--- src/rtl/asram_pkg.sv ---
package asram_pkg;

  typedef enum logic [2:0] {
    PH_IDLE   = 3'd0,
    PH_WSETUP = 3'd1,
    PH_WPULSE = 3'd2,
    PH_WHOLD  = 3'd3,
    PH_RACC   = 3'd4,
    PH_RTURN  = 3'd5
  } phase_t;

  // whole cycles covering a nanosecond limit, plus one margin cycle
  function automatic int ns_to_cycles(input int ns, input int period_ns);
    return (ns + period_ns - 1) / period_ns + 1;
  endfunction

  function automatic int max3(input int a, input int b, input int c);
    int m;
    m = (a > b) ? a : b;
    return (m > c) ? m : c;
  endfunction

endpackage

--- src/rtl/asram_phase_timer.sv ---
module asram_phase_timer #(
  parameter int CW = 3
) (
  input  logic          clk,
  input  logic          rst,
  input  logic          load,
  input  logic [CW-1:0] load_val,
  output logic          expired
);
  logic [CW-1:0] cnt_q;

  always_ff @(posedge clk) begin
    if (rst)             cnt_q <= '0;
    else if (load)       cnt_q <= load_val;
    else if (cnt_q != 0) cnt_q <= cnt_q - 1'b1;
  end

  assign expired = (cnt_q == '0);
endmodule

--- src/rtl/asram_sequencer.sv ---
module asram_sequencer
  import asram_pkg::*;
#(
  parameter int SETUP_CYC  = 1,
  parameter int PULSE_CYC  = 2,
  parameter int HOLD_CYC   = 1,
  parameter int ACCESS_CYC = 3,
  parameter int TURN_CYC   = 2,
  parameter int CW         = 3
) (
  input  logic          clk,
  input  logic          rst,
  input  logic          req_valid,
  input  logic          req_write,
  input  logic          expired,
  output phase_t        phase,
  output logic          tmr_load,
  output logic [CW-1:0] tmr_val,
  output logic          accept,
  output logic          capture
);
  localparam logic [CW-1:0] L_SETUP  = CW'(SETUP_CYC - 1);
  localparam logic [CW-1:0] L_PULSE  = CW'(PULSE_CYC - 1);
  localparam logic [CW-1:0] L_HOLD   = CW'(HOLD_CYC - 1);
  localparam logic [CW-1:0] L_ACCESS = CW'(ACCESS_CYC - 1);
  localparam logic [CW-1:0] L_TURN   = CW'(TURN_CYC - 1);

  phase_t phase_q, phase_d;

  always_comb begin
    phase_d  = phase_q;
    tmr_load = 1'b0;
    tmr_val  = '0;
    accept   = 1'b0;
    capture  = 1'b0;
    unique case (phase_q)
      PH_IDLE: if (req_valid) begin
        accept   = 1'b1;
        tmr_load = 1'b1;
        if (req_write) begin
          phase_d = PH_WSETUP;
          tmr_val = L_SETUP;
        end else begin
          phase_d = PH_RACC;
          tmr_val = L_ACCESS;
        end
      end
      PH_WSETUP: if (expired) begin
        phase_d  = PH_WPULSE;
        tmr_load = 1'b1;
        tmr_val  = L_PULSE;
      end
      PH_WPULSE: if (expired) begin
        phase_d  = PH_WHOLD;
        tmr_load = 1'b1;
        tmr_val  = L_HOLD;
      end
      PH_WHOLD: if (expired) phase_d = PH_IDLE;
      PH_RACC: if (expired) begin
        phase_d  = PH_RTURN;
        tmr_load = 1'b1;
        tmr_val  = L_TURN;
        capture  = 1'b1;
      end
      PH_RTURN: if (expired) phase_d = PH_IDLE;
      default: phase_d = PH_IDLE;
    endcase
  end

  always_ff @(posedge clk) begin
    if (rst) phase_q <= PH_IDLE;
    else     phase_q <= phase_d;
  end

  assign phase = phase_q;
endmodule

--- src/rtl/asram_datapath.sv ---
module asram_datapath #(
  parameter int ADDR_W = 17,
  parameter int DATA_W = 8
) (
  input  logic              clk,
  input  logic              rst,
  input  logic              accept,
  input  logic              capture,
  input  logic [ADDR_W-1:0] req_addr,
  input  logic [DATA_W-1:0] req_wdata,
  input  logic [DATA_W-1:0] mem_dq_in,
  output logic [ADDR_W-1:0] mem_addr,
  output logic [DATA_W-1:0] mem_dq_out,
  output logic [DATA_W-1:0] rd_data,
  output logic              rd_valid
);
  always_ff @(posedge clk) begin
    if (rst) begin
      mem_addr   <= '0;
      mem_dq_out <= '0;
    end else if (accept) begin
      mem_addr   <= req_addr;
      mem_dq_out <= req_wdata;
    end
  end

  always_ff @(posedge clk) begin
    if (rst) begin
      rd_data  <= '0;
      rd_valid <= 1'b0;
    end else begin
      rd_valid <= capture;
      if (capture) rd_data <= mem_dq_in;
    end
  end
endmodule

--- src/rtl/asram_ctrl.sv ---
module asram_ctrl
  import asram_pkg::*;
#(
  parameter int ADDR_W        = 17,
  parameter int DATA_W        = 8,
  parameter int CLK_PERIOD_NS = 8,
  parameter int T_ASETUP_NS   = 0,
  parameter int T_WPULSE_NS   = 7,
  parameter int T_DSETUP_NS   = 5,
  parameter int T_AVALID_NS   = 8,
  parameter int T_WHOLD_NS    = 0,
  parameter int T_ACCESS_NS   = 10,
  parameter int T_TURN_NS     = 5
) (
  input  logic              clk,
  input  logic              rst,
  input  logic              req_valid,
  output logic              req_ready,
  input  logic              req_write,
  input  logic [ADDR_W-1:0] req_addr,
  input  logic [DATA_W-1:0] req_wdata,
  output logic              rd_valid,
  output logic [DATA_W-1:0] rd_data,
  output logic              mem_ce_n,
  output logic              mem_we_n,
  output logic              mem_oe_n,
  output logic [ADDR_W-1:0] mem_addr,
  output logic [DATA_W-1:0] mem_dq_out,
  output logic              mem_dq_oe,
  input  logic [DATA_W-1:0] mem_dq_in
);
  localparam int SETUP_CYC  = ns_to_cycles(T_ASETUP_NS, CLK_PERIOD_NS);
  localparam int PULSE_CYC  = ns_to_cycles(max3(T_WPULSE_NS, T_DSETUP_NS, T_AVALID_NS), CLK_PERIOD_NS);
  localparam int HOLD_CYC   = ns_to_cycles(T_WHOLD_NS, CLK_PERIOD_NS);
  localparam int ACCESS_CYC = ns_to_cycles(T_ACCESS_NS, CLK_PERIOD_NS);
  localparam int TURN_CYC   = ns_to_cycles(T_TURN_NS, CLK_PERIOD_NS);
  localparam int MAX_CYC    = max3(max3(SETUP_CYC, PULSE_CYC, HOLD_CYC), ACCESS_CYC, TURN_CYC);
  localparam int CW         = $clog2(MAX_CYC) + 1;

  phase_t        phase;
  logic          tmr_load, expired, accept, capture;
  logic [CW-1:0] tmr_val;

  asram_phase_timer #(.CW(CW)) u_timer (
    .clk      (clk),
    .rst      (rst),
    .load     (tmr_load),
    .load_val (tmr_val),
    .expired  (expired)
  );

  asram_sequencer #(
    .SETUP_CYC  (SETUP_CYC),
    .PULSE_CYC  (PULSE_CYC),
    .HOLD_CYC   (HOLD_CYC),
    .ACCESS_CYC (ACCESS_CYC),
    .TURN_CYC   (TURN_CYC),
    .CW         (CW)
  ) u_seq (
    .clk       (clk),
    .rst       (rst),
    .req_valid (req_valid),
    .req_write (req_write),
    .expired   (expired),
    .phase     (phase),
    .tmr_load  (tmr_load),
    .tmr_val   (tmr_val),
    .accept    (accept),
    .capture   (capture)
  );

  asram_datapath #(.ADDR_W(ADDR_W), .DATA_W(DATA_W)) u_dp (
    .clk        (clk),
    .rst        (rst),
    .accept     (accept),
    .capture    (capture),
    .req_addr   (req_addr),
    .req_wdata  (req_wdata),
    .mem_dq_in  (mem_dq_in),
    .mem_addr   (mem_addr),
    .mem_dq_out (mem_dq_out),
    .rd_data    (rd_data),
    .rd_valid   (rd_valid)
  );

  // strobes decoded from the phase register only
  always_comb begin
    req_ready = (phase == PH_IDLE);
    mem_ce_n  = (phase == PH_IDLE) || (phase == PH_RTURN);
    mem_we_n  = (phase != PH_WPULSE);
    mem_oe_n  = (phase != PH_RACC);
    mem_dq_oe = (phase == PH_WSETUP) || (phase == PH_WPULSE) || (phase == PH_WHOLD);
  end
endmodule

--- config.mk ---
export PLATFORM = sky130hd
export DESIGN_NAME = asram_ctrl
export DESIGN_NICKNAME = d
export VERILOG_FILES = /design/src/rtl/asram_pkg.sv /design/src/rtl/asram_phase_timer.sv /design/src/rtl/asram_sequencer.sv /design/src/rtl/asram_datapath.sv /design/src/rtl/asram_ctrl.sv
export SDC_FILE = /design/constraint.sdc
export NUM_CORES = 1
export LEC_CHECK = 0
export BUFFER_PORTS_ARGS = -buffer_cell sky130_fd_sc_hd__buf_2
export CORE_UTILIZATION = 49
export DETAILED_ROUTE_END_ITERATION = 8
export PLACE_DENSITY = 0.87
export SLEW_MARGIN = 0
export SYNTH_ARGS = -nofsm -noshare
export SYNTH_HDL_FRONTEND = slang
export SYNTH_SLANG_ARGS = --single-unit
--- constraint.sdc ---
create_clock -name clk -period 4.59 [get_ports clk]
set_input_delay 0.6885 -clock clk [delete_from_list [all_inputs] [get_ports clk]]
set_output_delay 0.6885 -clock clk [all_outputs]
set_load 0.01 [all_outputs]
* After elaboration in Yosys (flattened, before gate mapping)
Index checks and enable logic that the tools add are counted.
Storage, ports and cells: register bits 40, input port bits 37, word-level logic and storage cells 48
Operators by class: $add $sub $neg 1, equality and inequality tests 12, multiplexer cells 18, reduce and logical (&&, ||, !) cells 11
Operator list (number):
- 3-bit two-way mux | 9
- 3-bit case mux with 5 select lines | 1
- 2-bit inequality test (second input constant) | 4
- 3-bit by 2-bit equality test with 1-bit output (second input constant) | 2
- 3-bit equality test (second input constant) | 2
- 3-bit logical NOT | 2
- 3-bit case mux with 2 select lines | 1
- 1-bit two-way mux | 5
- 5-bit AND reduction | 1
- 2-bit OR reduction | 2
- 3-bit by 1-bit equality test with 1-bit output (second input constant) | 1
- 1-bit logical OR | 3
- 3-bit by 2-bit inequality test with 1-bit output (second input constant) | 1
- 3-bit inequality test (second input constant) | 1
- 3-bit nonzero test | 1
- 3-bit OR reduction | 1
- 3-bit by 1-bit subtractor with 3-bit output (second input constant) | 1
- 2-bit two-way mux | 1
- 2-bit by 1-bit inequality test with 1-bit output (second input constant) | 1
- 1-bit case mux with 2 select lines | 1
- 2-bit nonzero test | 1

* Depth between registers and ports, before layout
depth after elaboration 4, mapped depth 8, gate-level depth less buffers 6

* Cells and area by module
Synthesis repeated with hierarchy kept, for this count alone.
Unflattened totals: cells, all modules 169, area, all modules 1725.4 sq um
By module, submodules not included:
- asram_datapath | times used 1, cells an instance 109, area an instance 1217.4 sq um, sequential area each 680.7 sq um
- asram_sequencer | times used 1, cells an instance 31, area an instance 264.0 sq um, sequential area each 60.1 sq um
- asram_phase_timer | times used 1, cells an instance 22, area an instance 206.4 sq um, sequential area each 60.1 sq um
- asram_ctrl | times used 1, cells an instance 7, area an instance 37.5 sq um, sequential area each 0.0 sq um

* Worst setup path after synthesis
Ideal clock, no wire load.
path type input to register, from input port req_valid, to register u_timer.cnt_q[1], setup time 0.103 ns, data arrival time 1.656 ns, setup slack 2.830 ns, cell stages on the path 5, cell sequence or4b_4 > buf_6 > o21ai_2 > a21oi_2 > a2111oi_2
On the way: cells in the longest elaborated chain, start to end 3, elaborated cells between the ends (all ways) 6, classes of those cells mux (5); reduce/logical (1)
RTL lines:
- start: declaration | line asram_ctrl.sv:17 | input logic req_valid,
- 3-bit two-way mux or 1-bit two-way mux (tied branches) | line asram_sequencer.sv:37 | PH_IDLE: if (req_valid) begin
- 3-bit case mux with 2 select lines or 1-bit case mux with 2 select lines (tied branches) | line asram_sequencer.sv:36 | unique case (phase_q)
- 3-bit two-way mux or 2-bit nonzero test (tied branches)
- end signal: assignment | line asram_phase_timer.sv:14 | else if (load) cnt_q <= load_val;
- end signal: assignment | line asram_phase_timer.sv:15 | else if (cnt_q != 0) cnt_q <= cnt_q - 1'b1;
- end: declaration | line asram_phase_timer.sv:10 | logic [CW-1:0] cnt_q;
Parallel ways exist; a longest one is shown, timed or not. A chain may end at the register's enable or synchronous reset.

* Worst setup path after layout
from register u_timer.cnt_q[0], to register u_dp.rd_data[4]
On the way: cells in the longest elaborated chain, start to end 3
RTL lines:
- 3-bit logical NOT | line asram_phase_timer.sv:18 | assign expired = (cnt_q == '0);
- 1-bit two-way mux | line asram_sequencer.sv:59 | PH_RACC: if (expired) begin
- 1-bit two-way mux | line asram_sequencer.sv:36
- end signal: assignment | line asram_datapath.sv:33 | if (capture) rd_data <= mem_dq_in;
- end: declaration | line asram_datapath.sv:14 | output logic [DATA_W-1:0] rd_data,
Every way passes these cells.

==> impl_metrics.csv <==
group,metric,value,unit
cells_and_area,area_used_by_multi_input_combinational_logic,729,um^2
sta,worst_pin_slew,0.941,ns
worst_hold_path,hold_depth,2,
grt,met3_usage,7.21,%
synthesis,synthesis.area_per_instance,8.26,um^2
worst_hold_path,hold_path_startpoint,"u_dp.mem_addr[1]$_SDFFE_PP0P_",
cts,tritoncts.num_buffers,5,
grt,grt_pass1_vias,1244,
power_and_ir_drop,power_density,597,nW/um^2
cells_and_area,num_antenna_cells,0,
power_and_ir_drop,switchingPower,494,uW
power_and_ir_drop,power.share.switching,40.8,%
die,io-pin-count,76,
setup_path,timing.setup.critical_path_class,"reg2reg",
setup_path,r2r_start,"u_timer.cnt_q[0]$_SDFFE_PP0P_",
synthesis,netlist_top_cells_area,"dfxtp_1, nand2_1, a21oi_1, mux2i_1, nor2_1",
cts,ctsHtreeMaxLevel,2,
setup_path,worst_r2r_path_depth,6,
cells_and_area,sequential_cell_area,801,um^2
sta,setup_violations,0,
setup_path,critical_path_peak_fanout,10,
die,chipWidth,59.5,um
synthesis,synth_enable_flop_cells,0,
outcome,run_status,"complete, no violations",
placed_design,globalplace.congestion,0.880,
cts,clockRootBuffer,"clkbuf_4",
synthesis,synthCells,196,
sta,fin_skew,0.0106,ns
cts,cts_hold_buf,0,
setup_path,critical_path.cell_chain,"inv_1 > ha_1 > nor2b_1 > nand3_1 > mux2i_1 > nor2_1",
cts,clk_pin_slew,0.12,ns
drt,drt_drc_violations_left,0,
drt,wl_per_cell,11.0,um
synthesis,asr_flop_ratio_synth,0,%
grt,met1_usage,23.3,%
synthesis,synth_top_area_share,49.5,%
power_and_ir_drop,irDropWorstVdd,0.000326,V
cells_and_area,final_nets,301,
drt,detail_route.wirelength,3.39,mm
setup_path,slowest_stage,"nor2b_1",
power_and_ir_drop,p_leak,0.998,nW
synthesis,yosysTopAreaCell,"dfxtp_1",
cells_and_area,layout.filler_cells,300,
synthesis,synth_nets,235,
sta,setup-tns-final,0,ns
drt,vias,1517,
setup_path,cpPeakStageDelay,0.55,ns
drt,detail-route-antenna-nets,0,
die,initial_utilization,52.2,%
grt,grt_first_pass_wirelength,5.25,mm
run,max_cap_violations,0,
die,fp.dieArea,3540,um^2
setup_path,required,4.81,ns
power_and_ir_drop,p_clk_share,15.2,%
cts,tritoncts,"built",
grt,track_usage,20.1,%
grt,grt_use_met2,33.5,%
setup_path,critPathCaptureType,"flip-flop",
cells_and_area,post_layout_nonfiller_instances,307,
cts,cts_post_setup_buffers_inserted,0,
power_and_ir_drop,power.share.sequential,41.6,%
grt,globalRouteOverflowTotal,0,
sta,final.min_clock_period,2.18,ns
synthesis,ys.warnings.count,0,
die,rows,20,
synthesis,yosys.cell_types.count,27,
sta,min_period_over_period,47.6,%
worst_hold_path,whs_endpoint,"u_dp.mem_addr[1]$_SDFFE_PP0P_",
cts,cts-resized-gates,0,
placed_design,io_buffer_count,75,
drt,drt_iter0_markers,91,
cells_and_area,syn2layout_area_growth,25.4,%
sta,slew_headroom,37.3,%
cts,insertion_delay,0.34,ns
power_and_ir_drop,combPwrFrac,43.2,%
setup_path,critical_path.startpoint_type,"flip-flop",
synthesis,dominantRegCellSynth,"dfxtp_1",
setup_path,rrSetupSlack,2.41,ns
cells_and_area,drive_above_1_share,33.1,%
placed_design,hpwlAfterDp,2.34,mm
setup_path,reg2reg_to,"u_dp.rd_data[4]$_SDFFE_PP0P_",
die,core_area,3100,um^2
placed_design,place.detailed.instances,299,
grt,grt_max_degree,40,
sta,report.final.slew_viol_count,0,
grt,antenna_found_initial,0,
grt,global_route.peak_usage_layer,"met2",
cts,clock_sinks,40,
synthesis,syn-cell-area,1620,um^2
die,die_y,59.5,um
synthesis,synth-seq-cells,40,
synthesis,synth_sequential_area_ratio,49.5,%
drt,route.detailed.vias_per_inst,4.94,
cts,max-clock-path-buffers,2,
setup_path,critical_path_arrival,2.41,ns
power_and_ir_drop,internal_power,718,uW
worst_hold_path,min_path_type,"reg2reg",
drt,drt-pass1-iter-count,4,
sta,report.final.hold_viol_count,0,
sta,grt_setup_unrepaired,"false",
sta,timing.fmax,0.458,GHz
power groups by stage:
stage / Combinational, mW / Sequential [mW] / Clock (mW)
CTS: 0.531 / 0.503 / 0.193
detailed placement: 0.530 / 0.511 / 0
floorplan: 0.400 / 0.507 / 0
global route: 0.595 / 0.520 / 0.206
global placement: 0.514 / 0.509 / 0
finish: 0.524 / 0.504 / 0.184
sequential cells by signal (all words and copies together) (netlist names):
register,flops
u_dp.mem_addr,17
u_dp.mem_dq_out,8
u_dp.rd_data,8
u_seq.phase,3
u_timer.cnt_q,3
u_dp.rd_valid,1
worst max-delay path: cells and delay by family (launching register included):
family / cells / cell delay, ns
adders and majority gates: 1 / 0.19
buffers and inverters: 1 / 0.09
DFF: 1 / 0.32
muxes: 1 / 0.32
and+or+nand+nor: 3 / 1.14
Yosys cell counts (all sizes together) (2+ instances only):
library cell  count
a21oi            31
o21ai             6
nand2b            2
inv               2
mux2i             9
nor3              4
buf               7
a211oi            3
nand2            55
ha                2
clkbuf            9
dfxtp            40
xor2              2
nor2             14
logic make-up after synthesis:
group	Yosys count	synth area share, %
xor+xnor	2	1.08
compound gates	44	15.8
flops	40	49.5
fa+ha+maj	2	1.55
simple gates	80	20.3
mux	10	6.26
buf+inv	18	5.49
area by class of cell:
cell class | instances | area share, %
inverter | 2 | 0.370
clock inverter | 1 | 0.370
clock buffer | 7 | 2.71
sequential | 40 | 39.4
timing repair buffer | 75 | 18.5
tap | 44 | 2.71
multi-input combinational | 138 | 35.9
placed cells by master, fill, tap and decap left out:
cell / netlist / routed
buf_2: 5 / 75
nand2_1: 55 / 55
dfxtp_1: 40 / 40
a21oi_1: 30 / 30
nor2_1: 14 / 14
mux2i_1: 9 / 9
o21ai_0: 5 / 5
clkbuf_4: 0 / 5
nor3_1: 4 / 4
a211oi_1: 3 / 3
inv_1: 2 / 2
xor2_1: 2 / 2
nand2b_1: 2 / 2
ha_1: 2 / 2
and2_1: 1 / 1
or4b_4: 1 / 1
nor2b_1: 1 / 1
nand3_1: 1 / 1
mux2_2: 1 / 1
o211a_1: 1 / 1
o21ai_2: 1 / 1
a21oi_2: 1 / 1
a311oi_1: 1 / 1
a2111oi_2: 1 / 1
nor4_1: 1 / 1
o21bai_1: 1 / 1
clkbuf_8: 0 / 1
clkinvlp_4: 0 / 1
clkbuf_1: 9 / 1
how the worst max path moves through the flow:
| stage | from | endpoint | depth (start not counted) | slack, ns |
|---|---|---|---|---|
| after global placement | u_timer.cnt_q[0]$_SDFFE_PP0P_ | u_dp.rd_data[6]$_SDFFE_PP0P_ | 6 | 2.50 |
| after global routing | u_timer.cnt_q[1]$_SDFFE_PP0P_ | u_dp.rd_data[3]$_SDFFE_PP0P_ | 6 | 2.18 |
| final | u_timer.cnt_q[0]$_SDFFE_PP0P_ | u_dp.rd_data[4]$_SDFFE_PP0P_ | 6 | 2.41 |
| after CTS | u_timer.cnt_q[0]$_SDFFE_PP0P_ | u_dp.rd_data[4]$_SDFFE_PP0P_ | 6 | 2.40 |
| after detailed placement | u_timer.cnt_q[0]$_SDFFE_PP0P_ | u_dp.rd_data[4]$_SDFFE_PP0P_ | 6 | 2.41 |
| after floorplan | req_valid | u_timer.cnt_q[1]$_SDFFE_PP0P_ | 5 | 2.83 |
stage by stage:
stage	hold slack, ns	total power [mW]	setup slack, ns	util, %	area (um^2)
after global placement	0.438	1.02	2.50	63.4	1970
after global routing	0.477	1.32	2.18	65.4	2030
after detailed placement	0.443	1.04	2.41	63.4	1970
after floorplan	0.481	0.906	2.83	-	1620
after CTS	0.460	1.23	2.40	65.4	2030
final	0.456	1.21	2.41	65.4	2030
per-layer routing:
| layer | wire length, um | vias up |
|---|---|---|
| met4 | 46 | 0 |
| met5 | 0 | - |
| met2 | 1610 | 57 |
| li1 | - | 776 |
| met3 | 243 | 6 |
| met1 | 1480 | 678 |
No activity file was read; power rests on OpenSTA's default activity.
